### config.mk
export PLATFORM = sky130hd
export DESIGN_NAME = result_fifo_irq
export DESIGN_NICKNAME = d
export VERILOG_FILES = /design/src/rtl/rfi_pkg.sv /design/src/rtl/rfi_fifo.sv /design/src/rtl/rfi_irq_ctrl.sv /design/src/rtl/result_fifo_irq.sv
export SDC_FILE = /design/constraint.sdc
export NUM_CORES = 2
export LEC_CHECK = 0
export ABC_AREA = 1
export BUFFER_PORTS_ARGS = -buffer_cell sky130_fd_sc_hd__buf_2
export CORE_ASPECT_RATIO = 1.5
export CORE_UTILIZATION = 57
export DETAILED_ROUTE_END_ITERATION = 6
export PLACE_DENSITY_LB_ADDON = 0.08
export SLEW_MARGIN = 40
export SYNTH_ARGS = -nofsm -noshare
export SYNTH_HDL_FRONTEND = slang
export SYNTH_SLANG_ARGS = --single-unit
### constraint.sdc
create_clock -name clk -period 3.3 [get_ports clk]
set_input_delay 0.165 -clock clk [delete_from_list [all_inputs] [get_ports clk]]
set_output_delay 0.165 -clock clk [all_outputs]
set_load 0.01 [all_outputs]
### src/rtl/rfi_pkg.sv
package rfi_pkg;
  localparam int IRQ_W = 11;
  localparam int AW    = 12;

  // interrupt bit positions; software decodes these
  localparam int B_PEN_ASYNC = 0;
  localparam int B_SEQ_DONE  = 1;
  localparam int B_FIFO_BASE = 2;   // +0 threshold, +1 overrun, +2 underflow
  localparam int B_FIFO_STEP = 3;
  localparam int B_OOR       = 8;
  localparam int B_PEN_UP    = 9;
  localparam int B_PEN_SYNC  = 10;

  localparam logic [AW-1:0] A_RAW   = 12'h024;
  localparam logic [AW-1:0] A_STAT  = 12'h028;
  localparam logic [AW-1:0] A_ENSET = 12'h02C;
  localparam logic [AW-1:0] A_ENCLR = 12'h030;

  function automatic logic [AW-1:0] cnt_addr(input int f);
    return 12'h0E4 + AW'(12 * f);
  endfunction

  function automatic logic [AW-1:0] thr_addr(input int f);
    return 12'h0E8 + AW'(12 * f);
  endfunction

  function automatic logic [AW-1:0] data_addr(input int f);
    return AW'(256 * (f + 1));
  endfunction
endpackage

### src/rtl/rfi_fifo.sv
module rfi_fifo #(
  parameter int DEPTH = 64,
  parameter int WIDTH = 32,
  localparam int PW   = $clog2(DEPTH),
  localparam int CW   = $clog2(DEPTH) + 1
) (
  input  logic             clk,
  input  logic             rst_n,
  input  logic             push_i,
  input  logic [WIDTH-1:0] din_i,
  input  logic             pop_i,
  output logic [WIDTH-1:0] head_o,
  output logic [CW-1:0]    count_o,
  output logic             full_o,
  output logic             empty_o,
  output logic             ovf_o,
  output logic             udf_o
);
  logic [WIDTH-1:0] mem [DEPTH];
  logic [PW-1:0]    wr_ptr_q, wr_ptr_d, rd_ptr_q, rd_ptr_d;
  logic [CW-1:0]    cnt_q, cnt_d;
  logic             do_push, do_pop;

  assign full_o  = (cnt_q == CW'(DEPTH));
  assign empty_o = (cnt_q == '0);
  assign do_push = push_i & ~full_o;
  assign do_pop  = pop_i & ~empty_o;
  assign ovf_o   = push_i & full_o;
  assign udf_o   = pop_i & empty_o;
  assign count_o = cnt_q;
  assign head_o  = empty_o ? '0 : mem[rd_ptr_q];

  always_comb begin
    wr_ptr_d = wr_ptr_q;
    rd_ptr_d = rd_ptr_q;
    cnt_d    = cnt_q;
    if (do_push) wr_ptr_d = (wr_ptr_q == PW'(DEPTH - 1)) ? '0 : wr_ptr_q + 1'b1;
    if (do_pop)  rd_ptr_d = (rd_ptr_q == PW'(DEPTH - 1)) ? '0 : rd_ptr_q + 1'b1;
    case ({do_push, do_pop})
      2'b10:   cnt_d = cnt_q + 1'b1;
      2'b01:   cnt_d = cnt_q - 1'b1;
      default: cnt_d = cnt_q;
    endcase
  end

  always_ff @(posedge clk or negedge rst_n) begin
    if (!rst_n) begin
      wr_ptr_q <= '0;
      rd_ptr_q <= '0;
      cnt_q    <= '0;
    end else begin
      if (do_push) wr_ptr_q <= wr_ptr_d;
      if (do_pop)  rd_ptr_q <= rd_ptr_d;
      if (do_push ^ do_pop) cnt_q <= cnt_d;
    end
  end

  always_ff @(posedge clk) begin
    if (do_push) mem[wr_ptr_q] <= din_i;
  end
endmodule

### src/rtl/rfi_irq_ctrl.sv
module rfi_irq_ctrl #(
  parameter int W = 11
) (
  input  logic         clk,
  input  logic         rst_n,
  input  logic [W-1:0] set_i,
  input  logic         wr_stat_i,
  input  logic         wr_set_i,
  input  logic         wr_clr_i,
  input  logic [W-1:0] wdata_i,
  output logic [W-1:0] raw_o,
  output logic [W-1:0] en_o,
  output logic         irq_o
);
  logic [W-1:0] raw_q, raw_d, en_q, en_d;
  logic         en_we;

  always_comb begin
    raw_d = raw_q;
    if (wr_stat_i) raw_d = raw_q & ~wdata_i;
    raw_d = raw_d | set_i;          // a fresh event beats an acknowledge
    en_we = wr_set_i | wr_clr_i;
    en_d  = en_q;
    if (wr_set_i)      en_d = en_q | wdata_i;
    else if (wr_clr_i) en_d = en_q & ~wdata_i;
  end

  always_ff @(posedge clk or negedge rst_n) begin
    if (!rst_n) begin
      raw_q <= '0;
      en_q  <= '0;
    end else begin
      raw_q <= raw_d;
      if (en_we) en_q <= en_d;
    end
  end

  assign raw_o = raw_q;
  assign en_o  = en_q;
  assign irq_o = |(raw_q & en_q);
endmodule

### src/rtl/result_fifo_irq.sv
module result_fifo_irq #(
  parameter int DEPTH = 64,
  parameter int DW    = 32
) (
  input  logic          clk,
  input  logic          rst_n,
  input  logic          push0_valid,
  input  logic [DW-1:0] push0_data,
  input  logic          push1_valid,
  input  logic [DW-1:0] push1_data,
  input  logic          evt_pen_async,
  input  logic          evt_seq_done,
  input  logic          evt_out_of_range,
  input  logic          evt_pen_up,
  input  logic          evt_pen_sync,
  input  logic          bus_wr,
  input  logic          bus_rd,
  input  logic [11:0]   bus_addr,
  input  logic [DW-1:0] bus_wdata,
  output logic [DW-1:0] bus_rdata,
  output logic          irq
);
  import rfi_pkg::*;

  localparam int NF = 2;
  localparam int CW = $clog2(DEPTH) + 1;

  logic [1:0]       rst_sync_q;
  logic             rst_sync_n;
  logic             push_v [NF];
  logic [DW-1:0]    push_d [NF];
  logic             pop    [NF];
  logic [DW-1:0]    head   [NF];
  logic [CW-1:0]    cnt    [NF];
  logic             full   [NF];
  logic             empty  [NF];
  logic             ovf    [NF];
  logic             udf    [NF];
  logic [CW-1:0]    thr_q  [NF];
  logic             thr_hit[NF];
  logic [IRQ_W-1:0] set_vec, raw, en, irq_wdata;
  logic             wr_stat, wr_en_set, wr_en_clr;
  logic [DW-1:0]    rdata_q, rdata_d;
  logic             unused_wdata_hi;

  // asynchronous assert, synchronous release
  always_ff @(posedge clk or negedge rst_n) begin
    if (!rst_n) rst_sync_q <= 2'b00;
    else        rst_sync_q <= {rst_sync_q[0], 1'b1};
  end
  assign rst_sync_n = rst_sync_q[1];

  assign push_v[0] = push0_valid;
  assign push_v[1] = push1_valid;
  assign push_d[0] = push0_data;
  assign push_d[1] = push1_data;

  for (genvar f = 0; f < NF; f++) begin : g_q
    logic thr_we;

    assign pop[f]     = bus_rd && (bus_addr == data_addr(f));
    assign thr_we     = bus_wr && (bus_addr == thr_addr(f));
    assign thr_hit[f] = cnt[f] > thr_q[f];

    always_ff @(posedge clk or negedge rst_sync_n) begin
      if (!rst_sync_n)  thr_q[f] <= '0;
      else if (thr_we)  thr_q[f] <= bus_wdata[CW-1:0];
    end

    rfi_fifo #(.DEPTH(DEPTH), .WIDTH(DW)) u_fifo (
      .clk     (clk),
      .rst_n   (rst_sync_n),
      .push_i  (push_v[f]),
      .din_i   (push_d[f]),
      .pop_i   (pop[f]),
      .head_o  (head[f]),
      .count_o (cnt[f]),
      .full_o  (full[f]),
      .empty_o (empty[f]),
      .ovf_o   (ovf[f]),
      .udf_o   (udf[f])
    );
  end

  always_comb begin
    set_vec              = '0;
    set_vec[B_PEN_ASYNC] = evt_pen_async;
    set_vec[B_SEQ_DONE]  = evt_seq_done;
    set_vec[B_OOR]       = evt_out_of_range;
    set_vec[B_PEN_UP]    = evt_pen_up;
    set_vec[B_PEN_SYNC]  = evt_pen_sync;
    for (int f = 0; f < NF; f++) begin
      set_vec[B_FIFO_BASE + B_FIFO_STEP*f]     = thr_hit[f];
      set_vec[B_FIFO_BASE + B_FIFO_STEP*f + 1] = ovf[f];
      set_vec[B_FIFO_BASE + B_FIFO_STEP*f + 2] = udf[f];
    end
  end

  assign wr_stat         = bus_wr && (bus_addr == A_STAT);
  assign wr_en_set       = bus_wr && (bus_addr == A_ENSET);
  assign wr_en_clr       = bus_wr && (bus_addr == A_ENCLR);
  assign irq_wdata       = bus_wdata[IRQ_W-1:0];
  assign unused_wdata_hi = ^bus_wdata[DW-1:IRQ_W];

  rfi_irq_ctrl #(.W(IRQ_W)) u_irq (
    .clk       (clk),
    .rst_n     (rst_sync_n),
    .set_i     (set_vec),
    .wr_stat_i (wr_stat),
    .wr_set_i  (wr_en_set),
    .wr_clr_i  (wr_en_clr),
    .wdata_i   (irq_wdata),
    .raw_o     (raw),
    .en_o      (en),
    .irq_o     (irq)
  );

  always_comb begin
    rdata_d = '0;
    if (bus_addr == A_RAW)                                   rdata_d = DW'(raw);
    else if (bus_addr == A_STAT)                             rdata_d = DW'(raw & en);
    else if (bus_addr == A_ENSET || bus_addr == A_ENCLR)     rdata_d = DW'(en);
    for (int f = 0; f < NF; f++) begin
      if (bus_addr == cnt_addr(f))  rdata_d = DW'(cnt[f]);
      if (bus_addr == thr_addr(f))  rdata_d = DW'(thr_q[f]);
      if (bus_addr == data_addr(f)) rdata_d = head[f];
    end
  end

  always_ff @(posedge clk or negedge rst_sync_n) begin
    if (!rst_sync_n)  rdata_q <= '0;
    else if (bus_rd)  rdata_q <= rdata_d;
  end
  assign bus_rdata = rdata_q;
endmodule

### After elaboration in Yosys (flattened, before gate mapping)

Memories as Yosys holds them, arrays and structs flattened.
Index checks and enable logic that the tools add are counted.

| word-level totals | value |
|---|---|
| bits in latches | 0 |
| logic and storage cells | 107 |
| memories kept | 2 |
| memory bits (writable) | 4096 |
| ROM bits | 0 |
| register bits after elaboration | 108 |
| output and inout port bits | 33 |

Memory list:

| name | depth | width | rd ports | clocked after memory_dff | write ports | RTL line | RTL |
|---|---|---|---|---|---|---|---|
| g_q[0].u_fifo.mem | 64 | 32 | 1 | 0 | 1 | rfi_fifo.sv:19 | `logic [WIDTH-1:0] mem [DEPTH];` |
| g_q[1].u_fifo.mem | 64 | 32 | 1 | 0 | 1 | rfi_fifo.sv:19 |  |

| cells by class | value |
|---|---|
| eq/ne operators | 20 |
| bitwise operators | 22 |
| shifts and indexed selects | 0 |
| order comparisons | 2 |
| mux-type cells | 24 |
| add/subtract/negate cells | 8 |
| reductions and logical operators | 17 |
| $mul | 0 |
| div/mod/pow operators | 0 |

Operators by type and width:

| operator | count |
|---|---|
| 32-bit two-way mux | 10 |
| 12-bit by 6-bit == test with 1-bit output (second input constant) | 4 |
| 12-bit by 8-bit == test with 1-bit output (second input constant) | 4 |
| 11-bit bitwise AND | 4 |
| 11-bit two-way mux | 4 |
| 7-bit one-hot mux with 2 select lines | 2 |
| 6-bit by 1-bit adder with 6-bit output (second input constant) | 4 |
| 6-bit == test (second input constant) | 4 |
| 6-bit two-way mux | 4 |
| 11-bit bitwise OR | 2 |
| 7-bit by 1-bit adder with 7-bit output (second input constant) | 2 |
| 7-bit == test (second input constant) | 2 |
| 7-bit greater-than comparator | 2 |
| 7-bit zero test | 2 |
| 7-bit by 1-bit subtractor with 7-bit output (second input constant) | 2 |
| 12-bit by 10-bit == test with 1-bit output (second input constant) | 1 |
| 12-bit by 9-bit == test with 1-bit output (second input constant) | 1 |
| 11-bit inverter | 1 |
| 11-bit OR reduction | 1 |
| 1-bit bitwise AND | 8 |
| 1-bit logical AND | 7 |
| 2-bit AND reduction | 3 |
| 2-bit nonzero test | 3 |
| 2-bit by 1-bit == test with 1-bit output (second input constant) | 2 |
| other kinds (6) | 14 |

### Logic depth before layout (Yosys ltp)

| logic depth | value |
|---|---|
| word-level depth | 11 |
| depth in mapped cells | 22 |
| gate-level depth less buffers | 20 |

### Cells and area by module

From an unflattened synthesis, not the netlist that was laid out.

| second synthesis, totals | value |
|---|---|
| cell total of the unflattened synthesis | 17381 |
| area total of the unflattened synthesis | 179910.0 um^2 |

Modules (own cells, without submodules):

| module | cells an instance | area each (um^2) | times used |
|---|---|---|---|
| rfi_fifo (g_q[0].u_fifo) | 8425 | 87904.3 | 1 |
| rfi_fifo (g_q[1].u_fifo) | 8382 | 87732.9 | 1 |
| result_fifo_irq | 484 | 3357.0 | 1 |
| rfi_irq_ctrl | 90 | 915.9 | 1 |

### Worst setup path after synthesis

No wires, ideal clock.

| timing | value |
|---|---|
| kind | register -> register |
| start point | register g_q[1].u_fifo.cnt_q[1] |
| end point | memory g_q[1].u_fifo.mem[63][0], enable pin |
| path slack | -0.622 ns |
| cell stages (with the launch flop) | 9 |
| data required time | 2.839 ns |
| arrival | 3.461 ns |
| buffers on the path | 0 |
| library setup time | 0.461 ns |
| clock period less this slack | 3.922 ns |
| cells stage by stage | dfrtp_1 inv_1 nand3_1 nor3_1 nor2_1 inv_1 nor2_1 clkinv_1 nor3_1 |

| on the way | value |
|---|---|
| word-level cells in the longest chain between the ends | 5 |

Ends and longest elaborated chain:

| element | RTL line | RTL |
|---|---|---|
| start: declaration | rfi_fifo.sv:21 | `logic [CW-1:0] cnt_q, cnt_d;` |
| start signal: assignment | rfi_fifo.sv:54 | `if (do_push ^ do_pop) cnt_q <= cnt_d;` |
| 7-bit == test | rfi_fifo.sv:24 | `assign full_o = (cnt_q == CW'(DEPTH));` |
| 1-bit inverter | rfi_fifo.sv:26 | `assign do_push = push_i & ~full_o;` |
| 1-bit bitwise AND | rfi_fifo.sv:26 |  |
| 1-bit two-way mux | rfi_fifo.sv:59 | `if (do_push) mem[wr_ptr_q] <= din_i;` |
| 1-bit two-way mux (implied by the code) | rfi_fifo.sv:59 |  |
| end: declaration | rfi_fifo.sv:19 |  |

No other way between the ends.

### Final worst setup path

| timing | value |
|---|---|
| start point | register g_q[0].u_fifo.rd_ptr_q[1] |
| end point | register rdata_q[24], in the netlist bus_rdata[24] |

| on the way | value |
|---|---|
| word-level cells in the longest chain between the ends | 6 |

Ends and longest elaborated chain:

| element | RTL line | RTL |
|---|---|---|
| start: declaration | rfi_fifo.sv:20 | `logic [PW-1:0] wr_ptr_q, wr_ptr_d, rd_ptr_q, rd_ptr_d;` |
| start signal: assignment | rfi_fifo.sv:53 | `if (do_pop) rd_ptr_q <= rd_ptr_d;` |
| memory read 64 x 32 bit | - |  |
| 32-bit two-way mux | rfi_fifo.sv:31 | `assign head_o = empty_o ? '0 : mem[rd_ptr_q];` |
| 32-bit two-way mux | result_fifo_irq.sv:126 | `if (bus_addr == data_addr(f)) rdata_d = head[f];` |
| 32-bit two-way mux | result_fifo_irq.sv:124 | `if (bus_addr == cnt_addr(f)) rdata_d = DW'(cnt[f]);` |
| 32-bit two-way mux | result_fifo_irq.sv:125 | `if (bus_addr == thr_addr(f)) rdata_d = DW'(thr_q[f]);` |
| 32-bit two-way mux | result_fifo_irq.sv:126 |  |
| end signal: assignment | result_fifo_irq.sv:132 | `else if (bus_rd) rdata_q <= rdata_d;` |
| end: declaration | result_fifo_irq.sv:43 | `logic [DW-1:0] rdata_q, rdata_d;` |

No other way between the ends.
A chain may end at the register's enable or synchronous reset.

==> summary.md <==
| Metric | Value |
|---|---|
| Die area | 297,300 um^2 |
| Initial detailed-routing violation count | 11,830 |
| Clock skew | 43.61 ps |
| Crit-path max cell delay | 580 ps |
| Actual slew at the worst max-slew pin | 914.9 ps |
| YS warnings | 0 |
| # DRC | 0 |
| Final Power | 111.4 mW |
| Worst-Skew Late Latency | 920 ps |
| TritonCTS clock tree | yes |
| Area delta synth->final | 12.94% |
| Port bufs | 130 |
| Final setup fails | 0 |
| Clock Root Buffer | clkbuf_16 |
| WL final | 486.9 mm |
| Clock sinks | 4,204 |
| Avg WL per Cell | 27.86 um |
| Mean post-synth cell area | 13.01 um^2 |
| CP max FO | 24 |
| # H-tree levels | 5 |
| LEAKAGE | 64.16 nW |
| Asr flop ratio synth | 0.02569 |
| CTS Buffer Depth | 4 |
| DR pass1 iterations | 7 |
| Final Wtd Congestion | 0.8940 |
| Vias/cell | 6.247 |
| Worst-case vdd ir drop | 0.5530 mV |
| Final hold violations | 0 |
| Worst hold path class | in2async |
| Cells after Synth | 12,930 |
| Nets | 13,390 |
| Pwr dens | 586.3 nW/um^2 |
| Initial antenna violation count | 11 |
| Top post-synthesis cells by area | edfxtp_1 (73%), o21ai_0 (4.5%), nand2_1 (4.4%), nor2_1 (4.0%), dfrtp_1 (1.6%) |
| Distinct cells, synth | 65 |
| Gr usage total | 0.3236 |
| Commonest cells after routing, fill and taps aside | edfxtp_1 (4,096), nand2_1 (1,960), nor2_1 (1,659) |
| Seq cells post-synth | 4,204 |
| Highest-delay cell along the critical path | dfrtp_4 |
| Commonest non-fill, non-tap cell in the layout | edfxtp_1 |
| Worst setup SP type | register |
| Sequential element share of the synthesized area | 0.7473 |
| Buf+Inv Stages, Crit Path | 4 |
| Netlist Area Pre-Place | 168,200 um^2 |
| Via count of the first global-routing pass | 107,700 |
| Leading area contributor after synthesis | edfxtp_1 |
| # rows | 243 |
| WP data required | 4150 ps |
| Fin. max-slew vios | 0 |
| TritonCTS buffer count | 384 |
| Max Cap Viol | 0 |
| FMAX | 309.6 MHz |
| Relative slew margins | 0.3886 |
| Primary FF master, synth | edfxtp_1 |
| Arrival @ worst endpoint | 4080 ps |
| Clock transition at path regs | 70 ps |
| RSZ-0062 raised after global routing | false |
| Post-CTS Setup Repair Bufs | 0 |
| Via Count | 109,200 |
| Period minus WS final | 3230 ps |
| Die width | 445.6 um |
| R2R setup slack | 70 ps |
| EDFF count, synth | 4,096 |
| Largest net degree at the start of global routing | 141 |
| Outcome | complete, no violations |
| Final Util | 0.6489 |
| # IOs | 152 |
| Die Height | 667.3 um |
| Share of cells above drive strength 1 | 0.1052 |
| CP Cell Sequence | inv_8, nand2_4, inv_4, buf_12, buf_4, a21oi_1, o211ai_1, nand3_1, a21oi_1, o21ai_2, nand3_1 |
| Final Cycle Share | 0.9788 |
| First-pass GRT wire length | 705.9 mm |
| Starting Density | 0.5745 |
| HPWL after DPL | 283.8 mm |
| Total gr overflow | 0 |
| Syn_nets | 13,070 |
| CP top delay family | compound AO/OA/AOI/OAI gates |
| Yosys top cell area share | 0.7312 |
| Antenna Violating Nets Remaining | 0 |
| Worst setup path class | reg2reg |
| Core Area | 292,800 um^2 |
| CP Capture Type | register |
[Yosys cell counts (all sizes together) (4+ instances only)]
master,n
clkinv,12
o21bai,4
mux2i,159
nand2,1967
edfxtp,4096
a21oi,361
a21boi,26
or2,10
buf,522
nand3,542
xnor2,12
o211ai,348
dfrtp,108
nor2,1796
xor2,17
o22ai,411
nor3,53
o21ai,1636
nand4,22
clkbuf,336
nor4,4
inv,210
ha,24
a211oi,7
o221ai,218
[per-layer routing]
metal / share of wire / wire length [um] / up-vias / track usage
met2: 0.52 / 251700 / 4992 / 0.5735
met1: 0.36 / 175700 / 54810 / 0.3917
li1: - / - / 48100 / -
met4: 0.049 / 23710 / 4 / 0.1478
met3: 0.073 / 35740 / 1255 / 0.04441
met5: 0.000055 / 27 / - / 0
[state kept, by name, summed over array words and instances, names as in the netlist, named ones only]
signal               flops
g_q.u_fifo.mem        4096
bus_rdata               32
g_q.u_fifo.count_o      14
thr_q                   14
g_q.u_fifo.rd_ptr_q     12
g_q.u_fifo.wr_ptr_q     12
u_irq.raw_o             11
rst_sync_q               2
[kinds of logic (layout without fill, tap and decap cells)]
| logic type | Yosys count | after routing | share of synthesized area |
|---|---|---|---|
| AND/OR/NAND/NOR | 4397 | 4397 | 0.1040 |
| multiplexers | 159 | 159 | 0.009461 |
| buffers and inverters | 1080 | 1697 | 0.03140 |
| flip-flops | 4204 | 4204 | 0.7473 |
| adder cells (fa/ha/maj) | 24 | 24 | 0.001785 |
| XOR/XNOR | 29 | 29 | 0.001510 |
| other | 1 | 9 | 0.00002229 |
| AO/OA/AOI/OAI | 3035 | 3035 | 0.1045 |
[path summary, 6_finish.rpt]
kind,from,endpoint,depth (start not counted)
max,g_q[0].u_fifo.rd_ptr_q[1]$_DFFE_PN0P_,bus_rdata[24]$_DFFE_PN0P_,11
min,rst_n,rst_sync_q[0]$_DFF_PN0_,3
max reg2reg,g_q[0].u_fifo.rd_ptr_q[1]$_DFFE_PN0P_,bus_rdata[24]$_DFFE_PN0P_,11
min reg2reg,rst_sync_q[1]$_DFF_PN0_,bus_rdata[2]$_DFFE_PN0P_,0
max in group asynchronous,rst_sync_q[1]$_DFF_PN0_,bus_rdata[27]$_DFFE_PN0P_,2
min in group clk,bus_wdata[1],thr_q[8]$_DFFE_PN0P_,4
[power by group]
part | internal [mW] | switching, mW
Combinational | 1.57 | 4.80
Sequential | 60.4 | 0.465
Clock | 24.7 | 19.4
Total | 86.8 | 24.6
[what timing repair did]
action,in CTS,in global routing
pin swaps,0,0
gates resized for setup,2,13
hold buffers,118,0
hold endpoints to repair,3516,0
cloned,0,0
endpoints found under the setup margin,2,8
[stage by stage]
step | setup TNS, ps | hold WS, ps | setup WS [ps] | cells | cell area (um^2)
CTS | 0 | 58.00 | 41.99 | 17470 | 189900
finish | 0 | 99.99 | 69.83 | 17470 | 190000
floorplan | 0 | -130.6 | 68.63 | 12930 | 168200
global route | 0 | 98.36 | 7.125 | 17470 | 190000
detailed placement | -62.38 | -49.50 | -62.38 | 16660 | 176400
global placement | -86.55 | -51.03 | -86.55 | 16660 | 176300
[cell type report]
class / instances / area (um^2)
tap: 3920 / 4905
inverter: 222 / 908.4
clock buffer: 475 / 10310
fill: 21120 / 102800
clock inverter: 214 / 1958
sequential: 4204 / 125700
multi-input combinational: 7645 / 38290
antenna: 8 / 20.02
timing repair buffer: 786 / 7858
[worst min-delay path, cell delays in order]
cell and delay (ps):
dlygate4sd3_1 520, buf_2 90, dlygate4sd3_1 570
No activity file was read; power rests on OpenSTA's default activity.
